File: src/rtl/mdg_pkg.sv
// Package: shared types and helpers for the bridge protection supervisor.
// Assumes nothing beyond IEEE 1800-2017 elaboration.
package mdg_pkg;

    // Operating mode of the supervisor, in priority order of decoding
    typedef enum logic [2:0] {
        MODE_OFF,    // internal logic held in reset
        MODE_SLEEP,  // low-power state, inputs ignored
        MODE_WAKE,   // awake, waiting for the wake-up timer
        MODE_TRIP,   // awake and ready, but a fault blocks the bridge
        MODE_RUN     // bridge may be driven
    } mode_t;

    // Width needed to hold the values 0..n
    function automatic int unsigned cnt_w(input int unsigned n);
        return (n < 2) ? 1 : $clog2(n + 1);
    endfunction

endpackage

File: src/rtl/mdg_rst_sync.sv
// Reset bridge: asserts its reset output at once when arst_n falls and
// releases it only after STAGES rising edges with arst_n high.
// Assumes STAGES >= 2.
module mdg_rst_sync #(
    parameter int unsigned STAGES = 2
) (
    input  logic clk,
    input  logic arst_n,
    output logic rst
);

    logic [STAGES-1:0] shift_q;

    // Shift ones in after release, clear everything on assertion
    always_ff @(posedge clk or negedge arst_n) begin
        if (!arst_n) begin
            shift_q <= '0;
        end else begin
            shift_q <= {shift_q[STAGES-2:0], 1'b1};
        end
    end

    assign rst = ~shift_q[STAGES-1];

endmodule

File: src/rtl/mdg_sync.sv
// Multi-bit level synchronizer: each bit passes through STAGES flops.
// Assumes the bits are independent levels held for at least one clock.
module mdg_sync #(
    parameter int unsigned WIDTH  = 1,
    parameter int unsigned STAGES = 2
) (
    input  logic             clk,
    input  logic             clr,
    input  logic [WIDTH-1:0] d,
    output logic [WIDTH-1:0] q
);

    logic [WIDTH-1:0] stg_q [STAGES];

    for (genvar i = 0; i < STAGES; i++) begin : g_stage
        if (i == 0) begin : g_first
            // First capture flop of the chain
            always_ff @(posedge clk or posedge clr) begin
                if (clr) stg_q[i] <= '0;
                else     stg_q[i] <= d;
            end
        end else begin : g_next
            // Further settling flops
            always_ff @(posedge clk or posedge clr) begin
                if (clr) stg_q[i] <= '0;
                else     stg_q[i] <= stg_q[i-1];
            end
        end
    end

    assign q = stg_q[STAGES-1];

endmodule

File: src/rtl/mdg_wake_timer.sv
// Wake-up delay: counts edges while go is high and flags done after LIMIT.
// Assumes go is already synchronized; rst is an asynchronous clear.
module mdg_wake_timer
    import mdg_pkg::*;
#(
    parameter int unsigned LIMIT = 50000
) (
    input  logic clk,
    input  logic rst,
    input  logic go,
    output logic done
);

    localparam int unsigned CW = cnt_w(LIMIT);
    localparam logic [CW-1:0] LIM = CW'(LIMIT);

    logic [CW-1:0] cnt_q;

    // Count up to the limit while awake, restart whenever asleep
    always_ff @(posedge clk or posedge rst) begin
        if (rst) begin
            cnt_q <= '0;
        end else if (!go) begin
            cnt_q <= '0;
        end else if (cnt_q != LIM) begin
            cnt_q <= cnt_q + 1'b1;
        end
    end

    assign done = go && (cnt_q == LIM);

endmodule

File: src/rtl/mdg_oc_qual.sv
// Overcurrent qualifier: latches a trip when the current-limit indication
// is seen on LIMIT consecutive samples; any gap restarts the count.
// Assumes hit is synchronized; only rst clears the latch.
module mdg_oc_qual
    import mdg_pkg::*;
#(
    parameter int unsigned LIMIT = 150
) (
    input  logic clk,
    input  logic rst,
    input  logic hit,
    output logic trip
);

    localparam int unsigned CW = cnt_w(LIMIT);
    localparam logic [CW-1:0] LAST = CW'(LIMIT - 1);

    logic [CW-1:0] run_q;
    logic          trip_q;

    // Count consecutive samples, restarting on every low sample
    always_ff @(posedge clk or posedge rst) begin
        if (rst) begin
            run_q <= '0;
        end else if (!hit) begin
            run_q <= '0;
        end else if (run_q != LAST) begin
            run_q <= run_q + 1'b1;
        end
    end

    // Set the trip on the qualifying sample and hold it until reset
    always_ff @(posedge clk or posedge rst) begin
        if (rst) begin
            trip_q <= 1'b0;
        end else if (hit && (run_q == LAST)) begin
            trip_q <= 1'b1;
        end
    end

    assign trip = trip_q;

endmodule

File: src/rtl/mdg_guard.sv
// Top: power-state and protection supervisor for one H-bridge.
// Priority: undervoltage, logic reset, sleep, then faults.
// Assumes raw inputs hold each level for at least one clock period.
module mdg_guard
    import mdg_pkg::*;
#(
    parameter int unsigned WAKE_CYCLES = 50000,
    parameter int unsigned OC_CYCLES   = 150,
    parameter int unsigned SYNC_STAGES = 2
) (
    input  logic clk,
    input  logic logic_rst_n,
    input  logic stay_awake,
    input  logic ilim_hit,
    input  logic overtemp,
    input  logic supply_low,
    output logic bridge_en,
    output logic core_rst,
    output logic pump_en,
    output logic ready,
    output logic fault_n
);

    logic       arst_n;
    logic [2:0] sync_q;
    logic       awake_s;
    logic       ilim_s;
    logic       hot_s;
    logic       woke;
    logic       oc_trip;
    logic       hot_active;
    logic       fault_any;
    mode_t      mode;

    // Undervoltage and reset request share one asynchronous reset path
    assign arst_n = logic_rst_n & ~supply_low;

    mdg_rst_sync #(.STAGES(SYNC_STAGES)) u_rst (
        .clk    (clk),
        .arst_n (arst_n),
        .rst    (core_rst)
    );

    mdg_sync #(.WIDTH(3), .STAGES(SYNC_STAGES)) u_sync (
        .clk (clk),
        .clr (core_rst),
        .d   ({stay_awake, ilim_hit, overtemp}),
        .q   (sync_q)
    );

    assign awake_s = sync_q[2];
    assign ilim_s  = sync_q[1];
    assign hot_s   = sync_q[0];

    mdg_wake_timer #(.LIMIT(WAKE_CYCLES)) u_wake (
        .clk  (clk),
        .rst  (core_rst),
        .go   (awake_s),
        .done (woke)
    );

    mdg_oc_qual #(.LIMIT(OC_CYCLES)) u_oc (
        .clk  (clk),
        .rst  (core_rst),
        .hit  (ilim_s & awake_s),
        .trip (oc_trip)
    );

    assign hot_active = hot_s & awake_s;
    assign fault_any  = oc_trip | hot_active;

    // Decode the operating mode in priority order
    always_comb begin
        if (core_rst)       mode = MODE_OFF;
        else if (!awake_s)  mode = MODE_SLEEP;
        else if (!woke)     mode = MODE_WAKE;
        else if (fault_any) mode = MODE_TRIP;
        else                mode = MODE_RUN;
    end

    // Drive the enables and the fault line from the mode
    always_comb begin
        pump_en   = 1'b0;
        ready     = 1'b0;
        bridge_en = 1'b0;
        fault_n   = 1'b1;
        case (mode)
            MODE_OFF: begin
            end
            MODE_SLEEP: begin
                fault_n = ~oc_trip;
            end
            MODE_WAKE: begin
                pump_en = 1'b1;
                fault_n = ~fault_any;
            end
            MODE_TRIP: begin
                pump_en = 1'b1;
                ready   = 1'b1;
                fault_n = 1'b0;
            end
            MODE_RUN: begin
                pump_en   = 1'b1;
                ready     = 1'b1;
                bridge_en = 1'b1;
            end
            default: begin
            end
        endcase
    end

endmodule

File: config.mk
export PLATFORM = sky130hd
export DESIGN_NAME = mdg_guard
export DESIGN_NICKNAME = d
export VERILOG_FILES = /design/src/rtl/mdg_pkg.sv /design/src/rtl/mdg_rst_sync.sv /design/src/rtl/mdg_sync.sv /design/src/rtl/mdg_wake_timer.sv /design/src/rtl/mdg_oc_qual.sv /design/src/rtl/mdg_guard.sv
export SDC_FILE = /design/constraint.sdc
export NUM_CORES = 1
export LEC_CHECK = 0
export ABC_AREA = 1
export BUFFER_PORTS_ARGS = -buffer_cell sky130_fd_sc_hd__buf_2
export CORE_MARGIN = 10
export CORE_UTILIZATION = 64
export DETAILED_ROUTE_END_ITERATION = 8
export PLACE_DENSITY_LB_ADDON = 0.3
export SYNTH_ARGS = -nofsm -noshare
export SYNTH_HDL_FRONTEND = slang
export SYNTH_HIERARCHICAL = 1
export SYNTH_SLANG_ARGS = --single-unit
File: constraint.sdc
create_clock -name clk -period 4.4 [get_ports clk]
set_clock_uncertainty 0.15 [all_clocks]
set_input_delay 0.66 -clock clk [delete_from_list [all_inputs] [get_ports clk]]
set_output_delay 0.66 -clock clk [all_outputs]
set_load 0.05 [all_outputs]
==> impl_metrics.toml <==
[finish]
fin_area_um2 = 1950
multi_input_area_um2 = 818
n_antenna_cell = 0
seqCellArea_um2 = 826
drive_gt1_share_pct = 14.7
area_growth_pct = 6.22
final_common_cell = "nand2_1"
fillers = 223
mostFrequentLayoutCells = "nand2_1, nor2_1, inv_1"
fin_nets = 260

[setup_path]
setup.worst_path.end_class = "output pin"
crit-reg2reg-launch = "u_sync/q[2]"
required_ns = 3.59
crit_fanout = 4
slowest_stage = "dfrtp_1"
critPathMaxStageDelay_ns = 0.43
crit_chain = "inv_1 -> ha_1 -> nand3_1 -> nor2_1 -> nand2_1 -> nor2_1 -> o211ai_1 -> nand2_1 -> inv_1 -> buf_2"
crit_start = "u_wake/cnt_q[0]"
cp-start-kind = "register"
arrival_ns = 2.03
path_class = "reg2out"

[power]
power.density_nw_per_um2 = 275
peakVddDrop_mv = 0.313
p_leak_nw = 0.983

[global_route]
antenna_found_initial = 0
grt_pass1_vias = 1385
grt_usage_pct = 13.4
grt_overflow = 0
grt_pass1_wl_mm = 5.95
grt_max_degree = 20

[sta]
tns_ns = 0
finalCriticalPeriod_ns = 2.84
slew_viol_final = 0
slew_headroom_pct = 58.1
hold_violations = 0
rsz0062_at_grt = "no"
fin_crit_sh_pct = 64.6
setup_viol = 0
worstMarginPinSlew_ns = 0.627
clock.fmax_mhz = 352

[route]
ant_nets = 0
routedWlPerCell_um = 11.4
drc = 0
drt-pass1-iter-count = 4
via_per_inst = 5.18
vias = 1461
wl_mm = 3.21
drt_iter0_drc = 118

[floorplan]
dieWidth_um = 73.5
ioPinCount = 11
fp.dieH_um = 73.5
die-area_um2 = 5400
rows = 19
start_util_pct = 66.4
core-area_um2 = 2760

[placement]
gp_congestion = 0.822
dp_hpwl_mm = 2.52
placed_area_um2 = 1880
io_buffers = 10

[clocking]
clk_latency_ns = 0.32
ctsResizeCount = 0
root_buffer = "clkbuf_4"
cts_made_buffers = 5
post_cts_buffers = 0
cts_buffer_depth = 2
htree_levels = 2
clk_pin_slew_worst_paths_ns = 0.09
cts_hold_buf = 0
cts_tree = "yes"
numClockSinks = 33

[run]
max_cap_viol_count = 0

[synth]
netlist_instances = 239
yosys_warnings = 6
synth_cell_types = 27
yosysSeqAreaShare_pct = 45.1
syn_area_um2 = 1830
ys_ff_latch = 33
syn-num-nets = 249
syn_area_per_cell_um2 = 7.66

[worst_hold_path]
hp-class = "in2async"

[run_status]
outcome = "finished clean"
[cells in the mapped netlist]
library cell	count	area [um^2]
buf_4	6	45.0
a31oi_1	1	6.26
nand2_2	3	18.8
o21ai_1	2	10.0
inv_2	2	7.51
nor2_2	3	18.8
nor2_1	39	146
nand3_2	1	10.0
conb_1	1	3.75
nor3_1	2	10.0
inv_1	36	135
o211ai_1	1	7.51
nand3_4	1	17.5
nor3_2	2	20.0
o21ai_0	6	30.0
nand2_1	53	199
nor4_1	1	6.26
o21a_1	1	7.51
dfrtp_1	33	826
a21oi_1	9	45.0
nor2_4	5	56.3
nand3b_2	1	11.3
or2_2	1	6.26
nand3_1	16	80.1
nand3b_1	1	7.51
nand4_1	8	50.1
ha_1	4	50.1
[through the flow]
stage / cells / total power [mW] / hold slack, ns / setup WS, ns / utilization [%]
CTS: 282 / 0.543 / 0.0866 / 1.56 / 70.6
global route: 282 / 0.561 / 0.0795 / 1.37 / 70.6
detailed placement: 274 / 0.356 / 0.162 / 1.93 / 68.0
global placement: 274 / 0.355 / 0.130 / 1.98 / 68.0
finish: 282 / 0.536 / 0.0908 / 1.56 / 70.6
floorplan: 239 / 0.349 / 0.181 / 1.80 / -
[power by group]
part	internal, mW	switching (mW)	total, mW
sequential	0.310	0.00752	0.317
combinational	0.00952	0.0230	0.0325
clock	0.0926	0.0935	0.186
[final timing paths]
kind / to / slack (ns) / depth (start not counted)
setup / recovery: fault_n / 1.56 / 10
hold / removal: u_rst/shift_q[0] / 0.09 / 3
setup reg to reg: u_oc/run_q[4] / 2.71 / 5
hold reg to reg: u_sync/q[1] / 0.15 / 2
max in group asynchronous: u_wake/cnt_q[1] / 3.38 / 2
min in group clk: u_sync/q[1] / 0.21 / 0
[final cells by class]
cell class                 count  area share, %
clock inverter                 1          0.257
clock buffer                   7           3.34
inverter                      38           7.33
timing repair buffer          10           2.57
multi-input combinational    162           42.1
tap                           31           1.99
sequential                    33           42.4
[cells by family (layout without fill, tap and decap cells)]
group / after synthesis / after routing / share of synthesized area (%)
compound gates: 20 / 20 / 5.81
fa+ha+maj: 4 / 4 / 2.73
buf+inv: 44 / 56 / 10.2
flops: 33 / 33 / 45.1
other cells: 1 / 1 / 0.205
simple gates: 137 / 137 / 35.9
[flip-flops by register name (all words and copies together), names as in the netlist]
name and cells:
u_oc/run_q 8, u_oc/trip 1, u_rst/shift_q 2, u_sync/q 3, u_sync/stg_q 3, u_wake/cnt_q 16
[layer usage]
layer / vias up / wire [um] / global-route usage, %
met3: 2 / 187 / 4.58
li1: 770 / - / -
met4: 0 / 14 / 2.48
met2: 32 / 1330 / 19.5
met5: - / 0 / 0
met1: 657 / 1680 / 18.9
[worst max-delay path, delay by kind of cell, from the launching register on]
family	cells	cell delay [ns]
simple gates	5	0.64
fa+ha+maj	1	0.16
flops	1	0.43
buf+inv	3	0.34
compound gates	1	0.13
Note: power is estimated with default switching activity, not from simulation.
